==> config.mk <==
export PLATFORM = sky130hd
export DESIGN_NAME = twowire_reg_slave
export DESIGN_NICKNAME = d
export VERILOG_FILES = /design/src/rtl/tw_pkg.sv /design/src/rtl/tw_sync.sv /design/src/rtl/tw_cond.sv /design/src/rtl/tw_proto.sv /design/src/rtl/tw_regbank.sv /design/src/rtl/twowire_reg_slave.sv
export SDC_FILE = /design/constraint.sdc
export NUM_CORES = 1
export LEC_CHECK = 0
export BUFFER_PORTS_ARGS = -buffer_cell sky130_fd_sc_hd__buf_2
export CAP_MARGIN = 20
export CORE_AREA = 10 10 191 193
export DETAILED_ROUTE_END_ITERATION = 8
export DIE_AREA = 0 0 201 203
export PLACE_DENSITY = 0.66
export SLEW_MARGIN = 0
export SYNTH_ARGS = -nofsm -noshare
export SYNTH_HDL_FRONTEND = slang
export SYNTH_SLANG_ARGS = --single-unit
==> constraint.sdc <==
create_clock -name clk -period 2.2 [get_ports clk]
set_clock_uncertainty 0.2 [all_clocks]
set_input_delay 0.44 -clock clk [delete_from_list [all_inputs] [get_ports clk]]
set_output_delay 0.44 -clock clk [all_outputs]
set_load 0.02 [all_outputs]
==> src/rtl/tw_pkg.sv <==
package tw_pkg;
  localparam int BYTE_W = 8;

  typedef enum logic [2:0] {
    ST_IDLE,
    ST_ADDR,
    ST_REG,
    ST_WDATA,
    ST_ACK,
    ST_RDATA,
    ST_RACK,
    ST_IGNORE
  } tw_state_e;

  typedef enum logic [1:0] {
    NX_REG,
    NX_WDATA,
    NX_RDATA,
    NX_DONE
  } tw_next_e;
endpackage

==> src/rtl/tw_sync.sv <==
module tw_sync #(
  parameter int WIDTH  = 2,
  parameter int STAGES = 2
) (
  input  logic             clk,
  input  logic             rst_n,
  input  logic [WIDTH-1:0] d_i,
  output logic [WIDTH-1:0] q_o
);
  logic [WIDTH-1:0] pipe [STAGES];

  // idle bus level is high, so reset to ones
  always_ff @(posedge clk or negedge rst_n) begin
    if (!rst_n) begin
      for (int s = 0; s < STAGES; s++) pipe[s] <= '1;
    end else begin
      pipe[0] <= d_i;
      for (int s = 1; s < STAGES; s++) pipe[s] <= pipe[s-1];
    end
  end

  assign q_o = pipe[STAGES-1];
endmodule

==> src/rtl/tw_cond.sv <==
module tw_cond (
  input  logic clk,
  input  logic rst_n,
  input  logic scl_s,
  input  logic sda_s,
  output logic scl_rise,
  output logic scl_fall,
  output logic start_det,
  output logic stop_det
);
  logic scl_q, sda_q;

  always_ff @(posedge clk or negedge rst_n) begin
    if (!rst_n) begin
      scl_q <= 1'b1;
      sda_q <= 1'b1;
    end else begin
      scl_q <= scl_s;
      sda_q <= sda_s;
    end
  end

  assign scl_rise  = scl_s & ~scl_q;
  assign scl_fall  = ~scl_s & scl_q;
  assign start_det = scl_s & scl_q & sda_q & ~sda_s;
  assign stop_det  = scl_s & scl_q & ~sda_q & sda_s;
endmodule

==> src/rtl/tw_proto.sv <==
module tw_proto
  import tw_pkg::*;
#(
  parameter logic [6:0] DEV_ADDR = 7'b0111110
) (
  input  logic              clk,
  input  logic              rst_n,
  input  logic              scl_s,
  input  logic              sda_s,
  input  logic              scl_rise,
  input  logic              scl_fall,
  input  logic              start_det,
  input  logic              stop_det,
  input  logic [BYTE_W-1:0] rd_data_i,
  output logic [BYTE_W-1:0] ptr_o,
  output logic              wr_en_o,
  output logic [BYTE_W-1:0] wr_data_o,
  output logic              sda_oe_o
);
  localparam int CNT_W = $clog2(BYTE_W);
  localparam logic [CNT_W-1:0] LAST_BIT = CNT_W'(BYTE_W - 1);

  tw_state_e         state;
  tw_next_e          after_ack;
  logic              ack_slot;
  logic [CNT_W-1:0]  bit_cnt;
  logic [BYTE_W-1:0] rx_sh;
  logic [BYTE_W-1:0] tx_sh;
  logic [BYTE_W-1:0] byte_in;
  logic              last_bit;

  assign byte_in  = {rx_sh[BYTE_W-2:0], sda_s};
  assign last_bit = (bit_cnt == LAST_BIT);

  always_ff @(posedge clk or negedge rst_n) begin
    if (!rst_n) begin
      state     <= ST_IDLE;
      after_ack <= NX_DONE;
      ack_slot  <= 1'b0;
      bit_cnt   <= '0;
      rx_sh     <= '0;
      tx_sh     <= '0;
      ptr_o     <= '0;
      wr_en_o   <= 1'b0;
      wr_data_o <= '0;
      sda_oe_o  <= 1'b0;
    end else begin
      wr_en_o <= 1'b0;
      if (stop_det) begin
        state    <= ST_IDLE;
        sda_oe_o <= 1'b0;
        ack_slot <= 1'b0;
      end else if (start_det) begin
        state    <= ST_ADDR;
        bit_cnt  <= '0;
        sda_oe_o <= 1'b0;
        ack_slot <= 1'b0;
      end else begin
        unique case (state)
          ST_ADDR: if (scl_rise) begin
            rx_sh   <= byte_in;
            bit_cnt <= bit_cnt + 1'b1;
            if (last_bit) begin
              ack_slot <= 1'b0;
              if (byte_in[BYTE_W-1:1] == DEV_ADDR) begin
                state     <= ST_ACK;
                after_ack <= byte_in[0] ? NX_RDATA : NX_REG;
              end else begin
                state <= ST_IGNORE;
              end
            end
          end
          ST_REG: if (scl_rise) begin
            rx_sh   <= byte_in;
            bit_cnt <= bit_cnt + 1'b1;
            if (last_bit) begin
              ptr_o     <= byte_in;
              state     <= ST_ACK;
              after_ack <= NX_WDATA;
              ack_slot  <= 1'b0;
            end
          end
          ST_WDATA: if (scl_rise) begin
            rx_sh   <= byte_in;
            bit_cnt <= bit_cnt + 1'b1;
            if (last_bit) begin
              wr_en_o   <= 1'b1;
              wr_data_o <= byte_in;
              state     <= ST_ACK;
              after_ack <= NX_DONE;
              ack_slot  <= 1'b0;
            end
          end
          ST_ACK: if (scl_fall) begin
            if (!ack_slot) begin
              sda_oe_o <= 1'b1;
              ack_slot <= 1'b1;
            end else begin
              ack_slot <= 1'b0;
              bit_cnt  <= '0;
              unique case (after_ack)
                NX_REG: begin
                  sda_oe_o <= 1'b0;
                  state    <= ST_REG;
                end
                NX_WDATA: begin
                  sda_oe_o <= 1'b0;
                  state    <= ST_WDATA;
                end
                NX_RDATA: begin
                  tx_sh    <= rd_data_i;
                  sda_oe_o <= ~rd_data_i[BYTE_W-1];
                  state    <= ST_RDATA;
                end
                default: begin
                  sda_oe_o <= 1'b0;
                  state    <= ST_IGNORE;
                end
              endcase
            end
          end
          ST_RDATA: if (scl_fall) begin
            if (last_bit) begin
              sda_oe_o <= 1'b0;
              state    <= ST_RACK;
            end else begin
              bit_cnt  <= bit_cnt + 1'b1;
              tx_sh    <= {tx_sh[BYTE_W-2:0], 1'b0};
              sda_oe_o <= ~tx_sh[BYTE_W-2];
            end
          end
          ST_RACK: if (scl_rise) begin
            // master ACK and NACK are treated alike: no further byte
            state <= ST_IGNORE;
          end
          default: ;
        endcase
      end
    end
  end

  assert_oe_scl_low_R10: assert property (@(posedge clk) disable iff (!rst_n)
    !$stable(sda_oe_o) |-> !scl_s);

  assert_start_to_addr_R1: assert property (@(posedge clk) disable iff (!rst_n)
    (start_det && !stop_det) |=> (state == ST_ADDR));

  assert_ignore_released_R3: assert property (@(posedge clk) disable iff (!rst_n)
    (state == ST_IGNORE) |-> !sda_oe_o);

  assert_stop_idle_R1: assert property (@(posedge clk) disable iff (!rst_n)
    stop_det |=> (state == ST_IDLE && !sda_oe_o));
endmodule

==> src/rtl/tw_regbank.sv <==
module tw_regbank
  import tw_pkg::*;
#(
  parameter int                  NUM_REGS = 32,
  parameter logic [NUM_REGS-1:0] RO_MASK  = 32'hFFFF_0000
) (
  input  logic                       clk,
  input  logic                       rst_n,
  input  logic                       wr_en_i,
  input  logic [BYTE_W-1:0]          wr_addr_i,
  input  logic [BYTE_W-1:0]          wr_data_i,
  input  logic [BYTE_W-1:0]          rd_addr_i,
  input  logic [NUM_REGS*BYTE_W-1:0] ro_flat_i,
  output logic [BYTE_W-1:0]          rd_data_o,
  output logic [NUM_REGS*BYTE_W-1:0] rw_flat_o
);
  localparam int IDX_W = $clog2(NUM_REGS);

  logic [BYTE_W-1:0] rd_vec [NUM_REGS];
  logic              wr_hit, rd_hit;

  assign wr_hit = (32'(wr_addr_i) < NUM_REGS);
  assign rd_hit = (32'(rd_addr_i) < NUM_REGS);

  for (genvar i = 0; i < NUM_REGS; i++) begin : g_reg
    if (RO_MASK[i]) begin : g_ro
      assign rd_vec[i] = ro_flat_i[i*BYTE_W +: BYTE_W];
      assign rw_flat_o[i*BYTE_W +: BYTE_W] = '0;
    end else begin : g_rw
      logic [BYTE_W-1:0] q;
      always_ff @(posedge clk or negedge rst_n) begin
        if (!rst_n) q <= '0;
        else if (wr_en_i && wr_addr_i == BYTE_W'(i)) q <= wr_data_i;
      end
      assign rd_vec[i] = q;
      assign rw_flat_o[i*BYTE_W +: BYTE_W] = q;

      assert_write_lands_R4: assert property (@(posedge clk) disable iff (!rst_n)
        (wr_en_i && wr_addr_i == BYTE_W'(i)) |=> (q == $past(wr_data_i)));
    end
  end

  assign rd_data_o = rd_hit ? rd_vec[rd_addr_i[IDX_W-1:0]] : '0;

  assert_ro_write_void_R5: assert property (@(posedge clk) disable iff (!rst_n)
    (wr_en_i && wr_hit && RO_MASK[wr_addr_i[IDX_W-1:0]]) |=> $stable(rw_flat_o));

  assert_oor_write_void_R8: assert property (@(posedge clk) disable iff (!rst_n)
    (wr_en_i && !wr_hit) |=> $stable(rw_flat_o));

  assert_oor_read_zero_R8: assert property (@(posedge clk) disable iff (!rst_n)
    !rd_hit |-> (rd_data_o == '0));
endmodule

==> src/rtl/twowire_reg_slave.sv <==
module twowire_reg_slave
  import tw_pkg::*;
#(
  parameter int                  NUM_REGS    = 32,
  parameter logic [6:0]          DEV_ADDR    = 7'b0111110,
  parameter logic [NUM_REGS-1:0] RO_MASK     = 32'hFFFF_0000,
  parameter int                  SYNC_STAGES = 2
) (
  input  logic                       clk,
  input  logic                       rst_n,
  input  logic                       scl_i,
  input  logic                       sda_i,
  output logic                       sda_oe_o,
  input  logic [NUM_REGS*BYTE_W-1:0] ro_regs_i,
  output logic [NUM_REGS*BYTE_W-1:0] rw_regs_o
);
  logic [1:0]        bus_s;
  logic              scl_rise, scl_fall, start_det, stop_det;
  logic [BYTE_W-1:0] ptr, wr_data, rd_data;
  logic              wr_en;

  tw_sync #(.WIDTH(2), .STAGES(SYNC_STAGES)) u_sync (
    .clk   (clk),
    .rst_n (rst_n),
    .d_i   ({scl_i, sda_i}),
    .q_o   (bus_s)
  );

  tw_cond u_cond (
    .clk       (clk),
    .rst_n     (rst_n),
    .scl_s     (bus_s[1]),
    .sda_s     (bus_s[0]),
    .scl_rise  (scl_rise),
    .scl_fall  (scl_fall),
    .start_det (start_det),
    .stop_det  (stop_det)
  );

  tw_proto #(.DEV_ADDR(DEV_ADDR)) u_proto (
    .clk       (clk),
    .rst_n     (rst_n),
    .scl_s     (bus_s[1]),
    .sda_s     (bus_s[0]),
    .scl_rise  (scl_rise),
    .scl_fall  (scl_fall),
    .start_det (start_det),
    .stop_det  (stop_det),
    .rd_data_i (rd_data),
    .ptr_o     (ptr),
    .wr_en_o   (wr_en),
    .wr_data_o (wr_data),
    .sda_oe_o  (sda_oe_o)
  );

  tw_regbank #(.NUM_REGS(NUM_REGS), .RO_MASK(RO_MASK)) u_bank (
    .clk       (clk),
    .rst_n     (rst_n),
    .wr_en_i   (wr_en),
    .wr_addr_i (ptr),
    .wr_data_i (wr_data),
    .rd_addr_i (ptr),
    .ro_flat_i (ro_regs_i),
    .rd_data_o (rd_data),
    .rw_flat_o (rw_regs_o)
  );
endmodule

==> results.md <==
- The area growth from synthesis to layout is 35.6%.
- By area the synthesized netlist is led by sky130_fd_sc_hd__dfrtp_1, sky130_fd_sc_hd__mux2_2, sky130_fd_sc_hd__buf_4, sky130_fd_sc_hd__mux4_2, sky130_fd_sc_hd__mux2i_1.
- The register area share after synthesis is 0.437.
- The leading register cell type out of synthesis is sky130_fd_sc_hd__dfrtp_1.
- Dividing the detail-routed via count by the number of cells gives 4.88.
- Global routing finished with a remaining overflow of 0.
- In the global route stage, overall resource usage came out at 0.178.
- Once detailed placement completed, the half-perimeter wirelength came to 29400 µm.
- Buffers inserted during clock tree synthesis total 17.
- The count of buffers inserted at the top-level ports is 260.
- In the routed design, unresolved DRC markers number 0.
- The worst slack after detailed placement is -0.231 ns.
- The final sum of negative setup slack is -2.47 ns.
- The detailed router's first-iteration violation count is 718.
- For this run, the top clock speed supported by timing is 429 MHz.
- The ratio of cells with drive above 1 in the final layout is 0.551.
- The clock edge transition at the registers on the reported setup and hold paths is 0.07 ns.
- The type of element capturing the critical path is a flip-flop.
- The critical-path maximum fanout is 3.
- The family with the most delay on the worst path is compound AO/OA/AOI/OAI gates.
- The count of endpoints failing setup in the final report is 60.
- The CTS tree is done.
- The critical path data required time is 2.30 ns.
- The launching element of the worst setup path is u_proto.ptr_o[0]$_DFFE_PN0P_.
- The global placement routability congestion is 0.897.
- The switching power as a share of total power is 0.310.
- The tool flagged a number of max-cap violations equal to 0.
- Counting along the longest clock path gives a buffer depth of 2.
- The worst pin sits at a relative slew slack of 0.567.
- The I/O pin total is 517.
- The H-tree was split into 4 levels.
- The area share of the largest cell type after synthesis is 0.416.
- The min-delay analysis places its worst path in the category reg2reg.
- The cell area after layout is 0.0136 mm².
- Setup repair after global routing could not meet its margin everywhere.
- The final antenna-violating net count is 0.
- The count of warnings emitted by yosys is 0.
- Clock tree synthesis found a total of 175 sinks.
- The most frequent cell on the critical path is sky130_fd_sc_hd__buf_6.
- By startpoint and endpoint, the worst setup path is classified as reg2reg.
- The slowest cell on the critical path is sky130_fd_sc_hd__dfrtp_4.
- Summed over all instances, the cell type with the most area after synthesis is sky130_fd_sc_hd__dfrtp_1.
- The flow ran to the end, but the final reports show violations.
- The via count of the first global-routing pass is 8425.
- The number of inserted filler cells in the final layout is 3026.
- In the finished design, the share of the clock period the worst path needs comes to 1.06.
- Counting flops with a built-in enable in the synthesized netlist gives 0.
- The initialized floorplan defines 66 standard-cell rows.
- The number of hold violations in the final report is 0.
- After layout, the worst setup slack is -0.131 ns.
- The analysis attributes to net switching a power of 0.00267 W.
- The number of iterations in the first detailed-routing pass is 5.
- The synthesized area divided by synthesized cell count is 12.2 µm².
- The total buffers and inverters traversed by the critical path is 3.
- The average detailed-routed wire length per instance is 23.3 µm.
- The number of vias after detailed routing is 8015.
- In this run the cell area of the synthesized design comes to 0.0100 mm².
- Summed over all cells, the static leakage comes to 6.71 nW.
- The fraction of power consumed by combinational cells is 0.227.
- The total of flip-flops plus latches after synthesis is 175.
- In the layout the commonest cells are sky130_fd_sc_hd__buf_2, sky130_fd_sc_hd__dfrtp_1, sky130_fd_sc_hd__conb_1.
- The post-detailed-placement cell area is 0.0122 mm².
- The most common cell after layout, fill and taps aside is sky130_fd_sc_hd__buf_2.
- The checks that failed: negative setup slack.
- The final layout contains 1448 nets.
- The initial core utilization is 0.310.
- The origin of the critical flop-to-flop path is u_proto.ptr_o[0]$_DFFE_PN0P_.
- The internal power component is 0.00592 W.
- Across the VDD grid, the largest voltage drop is 0.000445 V.
- Counting flops with an async set or reset pin after synthesis yields a share of 1.00.
- Counting distinct cell types in the post-synthesis netlist gives 56.
- The region available for standard cell placement spans 0.0325 mm².
- The initial antenna violation count came to 0.
- The largest net degree at the start of global routing is 60.
- The actual slew at the worst max-slew pin is 0.649 ns.
- Wires add up to 38200 µm.
- The share of total power dissipated in sequential elements is 0.422.
- In this run the power density over the cells is 630 mW/mm².
- The number of cells produced by synthesis is 826.
- The die covers 0.0408 mm².
- The total count of max-transition violations in the final report is 0.
- In this run the most critical hold path is launched from u_sync.pipe[3]$_DFF_PN1_.
- The worst endpoint data arrival time is 2.43 ns.
- The relative contribution of the clock network to total power is 0.351.
- The clock reaches the later pin of the worst-skew pair after 0.44 ns.
- For this run, the slowest stage of the critical path takes 0.50 ns.
- The kind of start point of the critical path is a flip-flop.
- In this run the horizontal extent of the chip is 201 µm.
- The wire length of the first global-routing pass is 55400 µm.
- From bottom edge to top edge, the die measures 203 µm.
- The routed design could run at a clock period as short as 2.33 ns.
- The buffer type at the clock tree root is sky130_fd_sc_hd__clkbuf_16.
- Traced cell by cell, the critical path runs through buf_6 -> buf_6 -> buf_4 -> mux4_2 -> a22o_4 -> a211oi_2 -> a21oi_2 -> nand2_1 -> o211ai_1.
==> area by class of cell <==
type	count	area, µm²	area share
Clock inverter	13	128	0.00937
Sequential cell	175	4390	0.323
Timing Repair Buffer	386	2640	0.193
Clock buffer	19	453	0.0333
Tap cell	442	553	0.0406
Multi-Input combinational cell	597	5420	0.398
Inverter	9	33.8	0.00248
Antenna cell	1	2.50	0.000184
==> per-layer routing <==
| metal | GRT usage | wire length, µm |
|---|---|---|
| met2 | 0.293 | 18200 |
| met5 | 0 | 0 |
| met4 | 0.0427 | 609 |
| met1 | 0.215 | 15400 |
| met3 | 0.0681 | 4000 |
==> timing repair <==
item,in CTS,in global routing
gates resized for setup,44,105
setup endpoints to repair,88,140
buffers inserted,10,12
hold buffers,3,0
pin swaps,9,15
cloned,2,0
endpoints found under the hold margin,140,0
==> power groups by stage <==
| stage | Combinational (W) | Clock (W) | Sequential, W |
|---|---|---|---|
| after global placement | 0.00171 | 0 | 0.00368 |
| final | 0.00195 | 0.00301 | 0.00362 |
| after floorplan | 0.00128 | 0 | 0.00361 |
| after CTS | 0.00186 | 0.00302 | 0.00361 |
| after detailed placement | 0.00174 | 0 | 0.00368 |
| after global routing | 0.00211 | 0.00316 | 0.00365 |
==> through the flow <==
| step | power (W) | util | instances | hold slack, ns |
|---|---|---|---|---|
| floorplan | 0.00489 | - | 953 | -0.0556 |
| global placement | 0.00539 | 0.376 | 1584 | 0.0907 |
| detailed placement | 0.00542 | 0.376 | 1584 | 0.0956 |
| CTS | 0.00849 | 0.405 | 1631 | 0.159 |
| global route | 0.00892 | 0.420 | 1641 | 0.165 |
| finish | 0.00858 | 0.420 | 1642 | 0.158 |
==> synthesized netlist by cell type (4+ instances only) <==
master,instances
sky130_fd_sc_hd__a211oi_1,12
sky130_fd_sc_hd__a21oi_1,9
sky130_fd_sc_hd__a22oi_1,10
sky130_fd_sc_hd__and2_1,4
sky130_fd_sc_hd__buf_2,11
sky130_fd_sc_hd__buf_4,135
sky130_fd_sc_hd__clkbuf_1,21
sky130_fd_sc_hd__dfrtp_1,167
sky130_fd_sc_hd__dfstp_2,8
sky130_fd_sc_hd__inv_1,8
sky130_fd_sc_hd__mux2_2,147
sky130_fd_sc_hd__mux2i_1,50
sky130_fd_sc_hd__mux4_2,40
sky130_fd_sc_hd__nand2_1,64
sky130_fd_sc_hd__nand2b_1,5
sky130_fd_sc_hd__nand3_1,15
sky130_fd_sc_hd__nand3b_1,5
sky130_fd_sc_hd__nor2_1,8
sky130_fd_sc_hd__nor2_2,7
sky130_fd_sc_hd__nor2b_1,11
sky130_fd_sc_hd__nor3_1,4
sky130_fd_sc_hd__o211ai_1,5
sky130_fd_sc_hd__o21ai_0,16
sky130_fd_sc_hd__o221ai_1,8
sky130_fd_sc_hd__o22ai_1,8
==> worst register-to-register path, stage by stage (launching register included) <==
cell and delay, ns:
sky130_fd_sc_hd__dfrtp_4 0.50, sky130_fd_sc_hd__buf_6 0.15, sky130_fd_sc_hd__buf_6 0.13, sky130_fd_sc_hd__buf_4 0.12, sky130_fd_sc_hd__mux4_2 0.42, sky130_fd_sc_hd__a22o_4 0.26
sky130_fd_sc_hd__a211oi_2 0.18, sky130_fd_sc_hd__a21oi_2 0.07, sky130_fd_sc_hd__nand2_1 0.08, sky130_fd_sc_hd__o211ai_1 0.08
==> path summary, 6_finish.rpt <==
check / end / depth (start not counted) / slack, ns
min in group asynchronous: u_bank.g_reg[6].g_rw.q[4]$_DFFE_PN0P_ / 2 / 0.21
hold reg to reg: u_sync.q_o[1]$_DFF_PN1_ / 0 / 0.16
hold / removal: u_sync.q_o[1]$_DFF_PN1_ / 0 / 0.16
max in group asynchronous: u_bank.g_reg[11].g_rw.q[6]$_DFFE_PN0P_ / 3 / 0.93
setup reg to reg: u_proto.tx_sh[5]$_DFFE_PN0P_ / 9 / -0.13
setup / recovery: u_proto.tx_sh[5]$_DFFE_PN0P_ / 9 / -0.13
==> flip-flops by register name, summed over array words and instances (netlist names), 2 cells and up <==
register	count
u_proto.ptr_o	8
u_sync.q_o	2
u_sync.pipe	2
u_proto.bit_cnt	3
u_proto.state	3
u_proto.tx_sh	7
u_proto.wr_data_o	8
u_bank.g.g_rw.q	128
u_proto.rx_sh	7
u_proto.after_ack	2
==> cells by family after synthesis <==
kind of cell,count (synthesis),share of synthesized area
compound gates,88,0.0613
xor+xnor,1,0.000872
fa+ha+maj,2,0.00249
buf+inv,181,0.121
flops,175,0.437
mux,237,0.304
other cells,1,0.000373
simple gates,141,0.0729
Note: power is estimated with default switching activity, not from simulation.
